## config.mk

```make
export PLATFORM = sky130hd
export DESIGN_NAME = reset_pin_ctrl
export DESIGN_NICKNAME = d
export VERILOG_FILES = /design/src/rtl/reset_pin_ctrl_pkg.sv /design/src/rtl/reset_pin_ctrl_sync.sv /design/src/rtl/reset_pin_ctrl_dp.sv /design/src/rtl/reset_pin_ctrl_fsm.sv /design/src/rtl/reset_pin_ctrl.sv
export SDC_FILE = /design/constraint.sdc
export NUM_CORES = 1
export LEC_CHECK = 0
export ABC_AREA = 1
export CORE_UTILIZATION = 43
export DETAILED_ROUTE_END_ITERATION = 10
export GPL_ROUTABILITY_DRIVEN = 0
export HOLD_SLACK_MARGIN = 0.05
export SLEW_MARGIN = 10
export SYNTH_ARGS = -nofsm -noshare
export SYNTH_HDL_FRONTEND = slang
export SYNTH_SLANG_ARGS = --single-unit
```

## constraint.sdc

```tcl
create_clock -name clk -period 1.68 [get_ports clk]
set_clock_uncertainty 0.05 [all_clocks]
set_input_delay 0.252 -clock clk [delete_from_list [all_inputs] [get_ports clk]]
set_output_delay 0.252 -clock clk [all_outputs]
set_load 0.01 [all_outputs]
```

## src/rtl/reset_pin_ctrl_pkg.sv

```systemverilog
package reset_pin_ctrl_pkg;

  typedef enum logic [2:0] {
    ST_PWR_DOWN = 3'd0,
    ST_HOLD     = 3'd1,
    ST_RELEASE  = 3'd2,
    ST_IDLE     = 3'd3,
    ST_DEBOUNCE = 3'd4
  } seqState_t;

  typedef struct packed {
    logic cntClear;
    logic cntInc;
    logic gateClear;
    logic gateInc;
  } dpStrobe_t;

endpackage

```

## src/rtl/reset_pin_ctrl_sync.sv

```systemverilog
module reset_pin_ctrl_sync #(
  parameter int   STAGES    = 2,
  parameter logic RESET_VAL = 1'b1
) (
  input  logic clk,
  input  logic rst_n,
  input  logic asyncIn,
  output logic syncOut
);

  logic [STAGES-1:0] chain;

  generate
    if (STAGES == 1) begin : g_single
      always_ff @(posedge clk or negedge rst_n) begin
        if (!rst_n) chain <= RESET_VAL;
        else        chain <= asyncIn;
      end
    end else begin : g_multi
      always_ff @(posedge clk or negedge rst_n) begin
        if (!rst_n) chain <= {STAGES{RESET_VAL}};
        else        chain <= {chain[STAGES-2:0], asyncIn};
      end
    end
  endgenerate

  assign syncOut = chain[STAGES-1];

endmodule

```

## src/rtl/reset_pin_ctrl_dp.sv

```systemverilog
module reset_pin_ctrl_dp
  import reset_pin_ctrl_pkg::*;
#(
  parameter int HOLD_TICKS     = 250,
  parameter int DEBOUNCE_TICKS = 250,
  parameter int GATE_TICKS     = 250,
  parameter int SYNC_STAGES    = 2
) (
  input  logic      clk,
  input  logic      rst_n,
  input  logic      tickEn,
  input  logic      supplyBadRaw,
  input  logic      pinSense,
  input  dpStrobe_t strobe,
  output logic      pfSync,
  output logic      pinSync,
  output logic      cntAtHold,
  output logic      cntAtDeb,
  output logic      gateFull,
  output logic      hostInputsEn
);

  localparam int MAX_T  = (HOLD_TICKS > DEBOUNCE_TICKS) ? HOLD_TICKS : DEBOUNCE_TICKS;
  localparam int CNT_W  = $clog2(MAX_T + 1);
  localparam int GATE_W = $clog2(GATE_TICKS + 1);
  localparam logic [CNT_W-1:0]  HOLD_LAST = CNT_W'(HOLD_TICKS - 1);
  localparam logic [CNT_W-1:0]  DEB_LAST  = CNT_W'(DEBOUNCE_TICKS - 1);
  localparam logic [GATE_W-1:0] GATE_END  = GATE_W'(GATE_TICKS);

  logic [CNT_W-1:0]  delayCnt;
  logic [GATE_W-1:0] gateCnt;

  reset_pin_ctrl_sync #(.STAGES(SYNC_STAGES), .RESET_VAL(1'b1)) u_pfSync (
    .clk(clk), .rst_n(rst_n), .asyncIn(supplyBadRaw), .syncOut(pfSync)
  );

  reset_pin_ctrl_sync #(.STAGES(SYNC_STAGES), .RESET_VAL(1'b1)) u_pinSync (
    .clk(clk), .rst_n(rst_n), .asyncIn(pinSense), .syncOut(pinSync)
  );

  always_ff @(posedge clk or negedge rst_n) begin
    if (!rst_n)              delayCnt <= '0;
    else if (strobe.cntClear) delayCnt <= '0;
    else if (strobe.cntInc)   delayCnt <= delayCnt + 1'b1;
  end

  always_ff @(posedge clk or negedge rst_n) begin
    if (!rst_n)                gateCnt <= '0;
    else if (strobe.gateClear) gateCnt <= '0;
    else if (strobe.gateInc)   gateCnt <= gateCnt + 1'b1;
  end

  assign cntAtHold    = (delayCnt == HOLD_LAST);
  assign cntAtDeb     = (delayCnt == DEB_LAST);
  assign gateFull     = (gateCnt == GATE_END);
  assign hostInputsEn = gateFull && !pfSync;

  // a synchronized supply-bad flag closes the gate on the following cycle
  a_r4_gate_restart: assert property (@(posedge clk) disable iff (!rst_n)
    pfSync |=> !hostInputsEn);

  // the gate can only open on a cycle that carried a tick
  a_r10_gate_on_tick: assert property (@(posedge clk) disable iff (!rst_n)
    $rose(hostInputsEn) |-> $past(tickEn));

endmodule

```

## src/rtl/reset_pin_ctrl_fsm.sv

```systemverilog
module reset_pin_ctrl_fsm
  import reset_pin_ctrl_pkg::*;
(
  input  logic      clk,
  input  logic      rst_n,
  input  logic      tickEn,
  input  logic      pfSync,
  input  logic      pinSync,
  input  logic      cntAtHold,
  input  logic      cntAtDeb,
  input  logic      gateFull,
  output dpStrobe_t strobe,
  output logic      pinDriveLow
);

  seqState_t state, stateNext;

  always_ff @(posedge clk or negedge rst_n) begin
    if (!rst_n) state <= ST_PWR_DOWN;
    else        state <= stateNext;
  end

  always_comb begin
    stateNext        = state;
    strobe           = '0;
    strobe.gateClear = pfSync;
    strobe.gateInc   = !pfSync && tickEn && !gateFull;
    if (pfSync) begin
      stateNext       = ST_PWR_DOWN;
      strobe.cntClear = 1'b1;
    end else begin
      unique case (state)
        ST_PWR_DOWN: begin
          stateNext       = ST_HOLD;
          strobe.cntClear = 1'b1;
        end
        ST_HOLD: begin
          if (tickEn) begin
            if (cntAtHold) begin
              stateNext       = ST_RELEASE;
              strobe.cntClear = 1'b1;
            end else begin
              strobe.cntInc = 1'b1;
            end
          end
        end
        ST_RELEASE: begin
          if (pinSync) stateNext = ST_IDLE;
        end
        ST_IDLE: begin
          if (!pinSync) begin
            stateNext       = ST_DEBOUNCE;
            strobe.cntClear = 1'b1;
          end
        end
        ST_DEBOUNCE: begin
          if (pinSync) begin
            stateNext = ST_IDLE;
          end else if (tickEn) begin
            if (cntAtDeb) begin
              stateNext       = ST_HOLD;
              strobe.cntClear = 1'b1;
            end else begin
              strobe.cntInc = 1'b1;
            end
          end
        end
        default: stateNext = ST_PWR_DOWN;
      endcase
    end
  end

  assign pinDriveLow = (state == ST_PWR_DOWN) || (state == ST_HOLD);

  // a synchronized supply-bad flag pulls the line low on the next cycle
  a_r2_pf_drives: assert property (@(posedge clk) disable iff (!rst_n)
    pfSync |=> pinDriveLow);

  // the line is released only on a tick that ends the hold window
  a_r3_release_on_tick: assert property (@(posedge clk) disable iff (!rst_n)
    $fell(pinDriveLow) |-> $past(tickEn && cntAtHold));

  // a line still reading low keeps the block waiting after release
  a_r6_wait_high: assert property (@(posedge clk) disable iff (!rst_n)
    (state == ST_RELEASE && !pinSync && !pfSync) |=> (state == ST_RELEASE));

  // a pulse begins only from supply failure or a completed debounce
  a_r7_press_source: assert property (@(posedge clk) disable iff (!rst_n)
    $rose(pinDriveLow) |-> ($past(pfSync) || $past(state == ST_DEBOUNCE && tickEn && cntAtDeb)));

endmodule

```

## src/rtl/reset_pin_ctrl.sv

```systemverilog
module reset_pin_ctrl
  import reset_pin_ctrl_pkg::*;
#(
  parameter int HOLD_TICKS     = 250,
  parameter int DEBOUNCE_TICKS = 250,
  parameter int GATE_TICKS     = 250,
  parameter int SYNC_STAGES    = 2
) (
  input  logic clk,
  input  logic rst_n,
  input  logic tickEn,
  input  logic supplyBadRaw,
  input  logic pinSense,
  output logic pinDriveLow,
  output logic hostInputsEn
);

  dpStrobe_t strobe;
  logic pfSync, pinSync, cntAtHold, cntAtDeb, gateFull;

  reset_pin_ctrl_dp #(
    .HOLD_TICKS(HOLD_TICKS), .DEBOUNCE_TICKS(DEBOUNCE_TICKS),
    .GATE_TICKS(GATE_TICKS), .SYNC_STAGES(SYNC_STAGES)
  ) u_dp (
    .clk(clk), .rst_n(rst_n), .tickEn(tickEn), .supplyBadRaw(supplyBadRaw),
    .pinSense(pinSense), .strobe(strobe), .pfSync(pfSync), .pinSync(pinSync),
    .cntAtHold(cntAtHold), .cntAtDeb(cntAtDeb), .gateFull(gateFull),
    .hostInputsEn(hostInputsEn)
  );

  reset_pin_ctrl_fsm u_fsm (
    .clk(clk), .rst_n(rst_n), .tickEn(tickEn), .pfSync(pfSync), .pinSync(pinSync),
    .cntAtHold(cntAtHold), .cntAtDeb(cntAtDeb), .gateFull(gateFull),
    .strobe(strobe), .pinDriveLow(pinDriveLow)
  );

endmodule

```

==> flow_summary.json <==
{
  "grt_usage_pct": 18.2,
  "syn_to_final_growth_pct": 17.6,
  "arrival_ns": 1.26,
  "io_buffers": 6,
  "p_seq_share_pct": 47.8,
  "syn_area_mm2": 0.00138,
  "fin_crit_ns": 1.56,
  "cts-root-buf": "clkbuf_4",
  "rsz0062_at_grt": "no",
  "placed_cells": 242,
  "cts_tree": "done",
  "wire_per_inst_um": 10.7,
  "hold_buffers": 0,
  "drt_iter0_drc": 57,
  "final_cells": 251,
  "clkPwrFrac_pct": 18.5,
  "wl_met2_um": 1330,
  "wl_met1_um": 1260,
  "hold_violations": 0,
  "drt-vias-per-instance": 4.74,
  "insertion_delay_ns": 0.30,
  "antenna_found_initial": 0,
  "grt_remaining_overflow": 0,
  "grt_pass1_wl_um": 4730,
  "switching_power_w": 0.000474,
  "first_pass_iters": 4,
  "worst-path-max-fanout": 3,
  "synth_fp_nets": 192,
  "start_util_pct": 45.1,
  "layout-drive-gt1-share_pct": 18.4,
  "ctsHtreeMaxLevel": 1,
  "fmax_mhz": 642,
  "die_x_um": 58.6,
  "async_flop_share_pct": 100,
  "wl_met3_um": 42,
  "grt_pass1_vias": 1143,
  "syn_avg_cell_area_um2": 7.53,
  "crit_path_end_kind": "output port",
  "reg2reg_from": "u_dp.delayCnt[0]",
  "critPathLaunchType": "register",
  "peakVddDrop_mv": 0.387,
  "nNetsFinal": 217,
  "wirelength_um": 2680,
  "hp-class": "input port to asynchronous set/reset pin",
  "cp-startpoint": "u_fsm.state[0]",
  "setup_viol": 0,
  "critPathRequiredTime_ns": 1.38,
  "ys_types": 26,
  "netlist_instances": 183,
  "drcViolationCount": 0,
  "dieHeight_um": 58.6,
  "slew_violations": 0,
  "seq_area_frac_synth_pct": 42.1,
  "cts.sinks": 23,
  "p_comb_share_pct": 33.6,
  "crit_type": "register to output port",
  "top_layer": "met4",
  "max_slew_margin_pct": 76.0,
  "antenna_left": 0,
  "cellPowerDensity_mw_per_mm2": 840,
  "outcome": "complete, no violations",
  "dieArea_mm2": 0.00343,
  "dp_hpwl_um": 2040,
  "ys_ff_latch": 23,
  "core_area_mm2": 0.00305,
  "tightest_slew_ns": 0.356,
  "antennaDiodeCount": 0,
  "finalCritPeriodShare_pct": 92.8,
  "yosys_warnings": 0,
  "clk_pin_slew_ns": 0.13,
  "p_sw_share_pct": 34.8,
  "numCtsBuffers": 3,
  "clockBufferDepth": 2,
  "rows": 20,
  "num_vias": 1189,
  "synth_ff_type": "dfrtp_1",
  "p_leak_nw": 0.781,
  "io_pins": 7,
  "grt_max_degree": 24,
  "maxCapViolations": 0,
  "fin_setup_tns_ns": 0,
  "cell_internal_pwr_w": 0.000887,
  "synth_edf_count": 0
}
==> state kept, by name (all words and copies together), names as in the netlist <==
signal	flops
u_dp.delayCnt	8
u_dp.gateCnt	8
u_fsm.state	3
u_dp.u_pfSync.chain	2
u_dp.u_pinSync.chain	2
==> logic make-up (layout without fill, tap and decap cells) <==
group	count (synthesis)	count (layout)	synth area share, %
AND/OR/NAND/NOR	107	107	35.3
AO/OA/AOI/OAI	16	16	6.81
adder cells (fa/ha/maj)	4	4	3.63
flip-flops	23	23	42.1
XOR/XNOR	5	5	3.18
buffers and inverters	28	52	8.90
==> power groups by stage <==
stage | clock, W | sequential (W) | combinational (W)
after detailed placement | 0 | 0.000657 | 0.000399
after floorplan | 0 | 0.000649 | 0.000278
after global placement | 0 | 0.000653 | 0.000391
final | 0.000252 | 0.000651 | 0.000458
after global routing | 0.000290 | 0.000656 | 0.000523
after CTS | 0.000260 | 0.000640 | 0.000432
==> what timing repair did <==
action,CTS,global route
buffers inserted,2,3
gates resized for setup,5,5
setup endpoints to repair,2,4
pin swaps,0,2
hold endpoints to repair,0,0
==> worst paths after layout <==
| path | slack (ns) | endpoint | cells after the start |
|---|---|---|---|
| min reg2reg | 0.31 | u_dp.u_pinSync.chain[1] | 0 |
| min | 0.23 | u_dp.delayCnt[2] | 2 |
| max | 0.12 | pinDriveLow | 4 |
| max in group asynchronous | 1.06 | u_dp.u_pinSync.chain[0] | 2 |
| min in group clk | 0.29 | u_dp.u_pfSync.chain[0] | 1 |
| max reg2reg | 0.15 | u_dp.delayCnt[7] | 11 |
==> cells in the mapped netlist, types with 2 or more instances <==
| cell type | instances | area, um2 |
|---|---|---|
| nor2_2 | 2 | 12.5 |
| dfrtp_1 | 19 | 475 |
| nand2_1 | 51 | 191 |
| dfstp_2 | 4 | 105 |
| xor2_1 | 4 | 35.0 |
| nand3_1 | 20 | 100 |
| nand4_1 | 7 | 43.8 |
| a21oi_1 | 5 | 25.0 |
| o21ai_0 | 8 | 40.0 |
| inv_1 | 24 | 90.1 |
| nand2_2 | 2 | 12.5 |
| ha_1 | 4 | 50.1 |
| nor2_1 | 20 | 75.1 |
==> metal layers <==
layer	vias up	track usage [%]
met5	-	0
met4	0	7.48
met3	6	2.42
met2	13	30.5
met1	541	23.8
li1	629	-
==> stage by stage <==
step	worst slack (ns)	power, W	util (%)	hold slack (ns)	cell area, um2
2_1_floorplan	0.268	0.000927	-	-0.0936	1380
3_3_place_gp	0.0990	0.00104	50.9	0.295	1550
3_5_place_dp	0.0710	0.00106	50.9	0.297	1550
4_1_cts	0.00898	0.00133	52.3	0.242	1600
5_1_grt	0.0155	0.00147	53.1	0.235	1620
6_report	0.122	0.00136	53.1	0.230	1620
==> area by class of cell <==
type,instances,area [um2]
well taps,44,55.1
flip-flops and latches,23,583
inverters,25,93.8
multi-input cells,132,679
repair buffers,23,183
fillers,324,1430
clock buffers,4,26.3
==> placed cells by master, fill, tap and decap left out <==
master and n:
a21oi_1 5, a21oi_4 1, buf_4 17, clkbuf_1 1, clkbuf_2 1, clkbuf_4 3
clkdlybuf4s15_1 1, clkdlybuf4s50_1 4, dfrtp_1 17, dfrtp_2 2, dfstp_2 4, ha_1 4
inv_1 23, inv_2 2, nand2_1 51, nand2_2 2, nand3_1 20, nand3_2 1
nand3b_1 1, nand4_1 7, nand4_2 1, nor2_1 20, nor2_2 1, nor2_4 2
nor3_2 1, o211ai_1 1, o21ai_0 7, o21ai_1 2, xnor2_1 1, xor2_1 4
==> critical path, cell delays in order, from the launching register on <==
cell,delay (ns)
dfrtp_2,0.46
buf_4,0.15
nand3_2,0.08
nand2_1,0.05
clkdlybuf4s15_1,0.22
No activity file was read; power rests on OpenSTA's default activity.
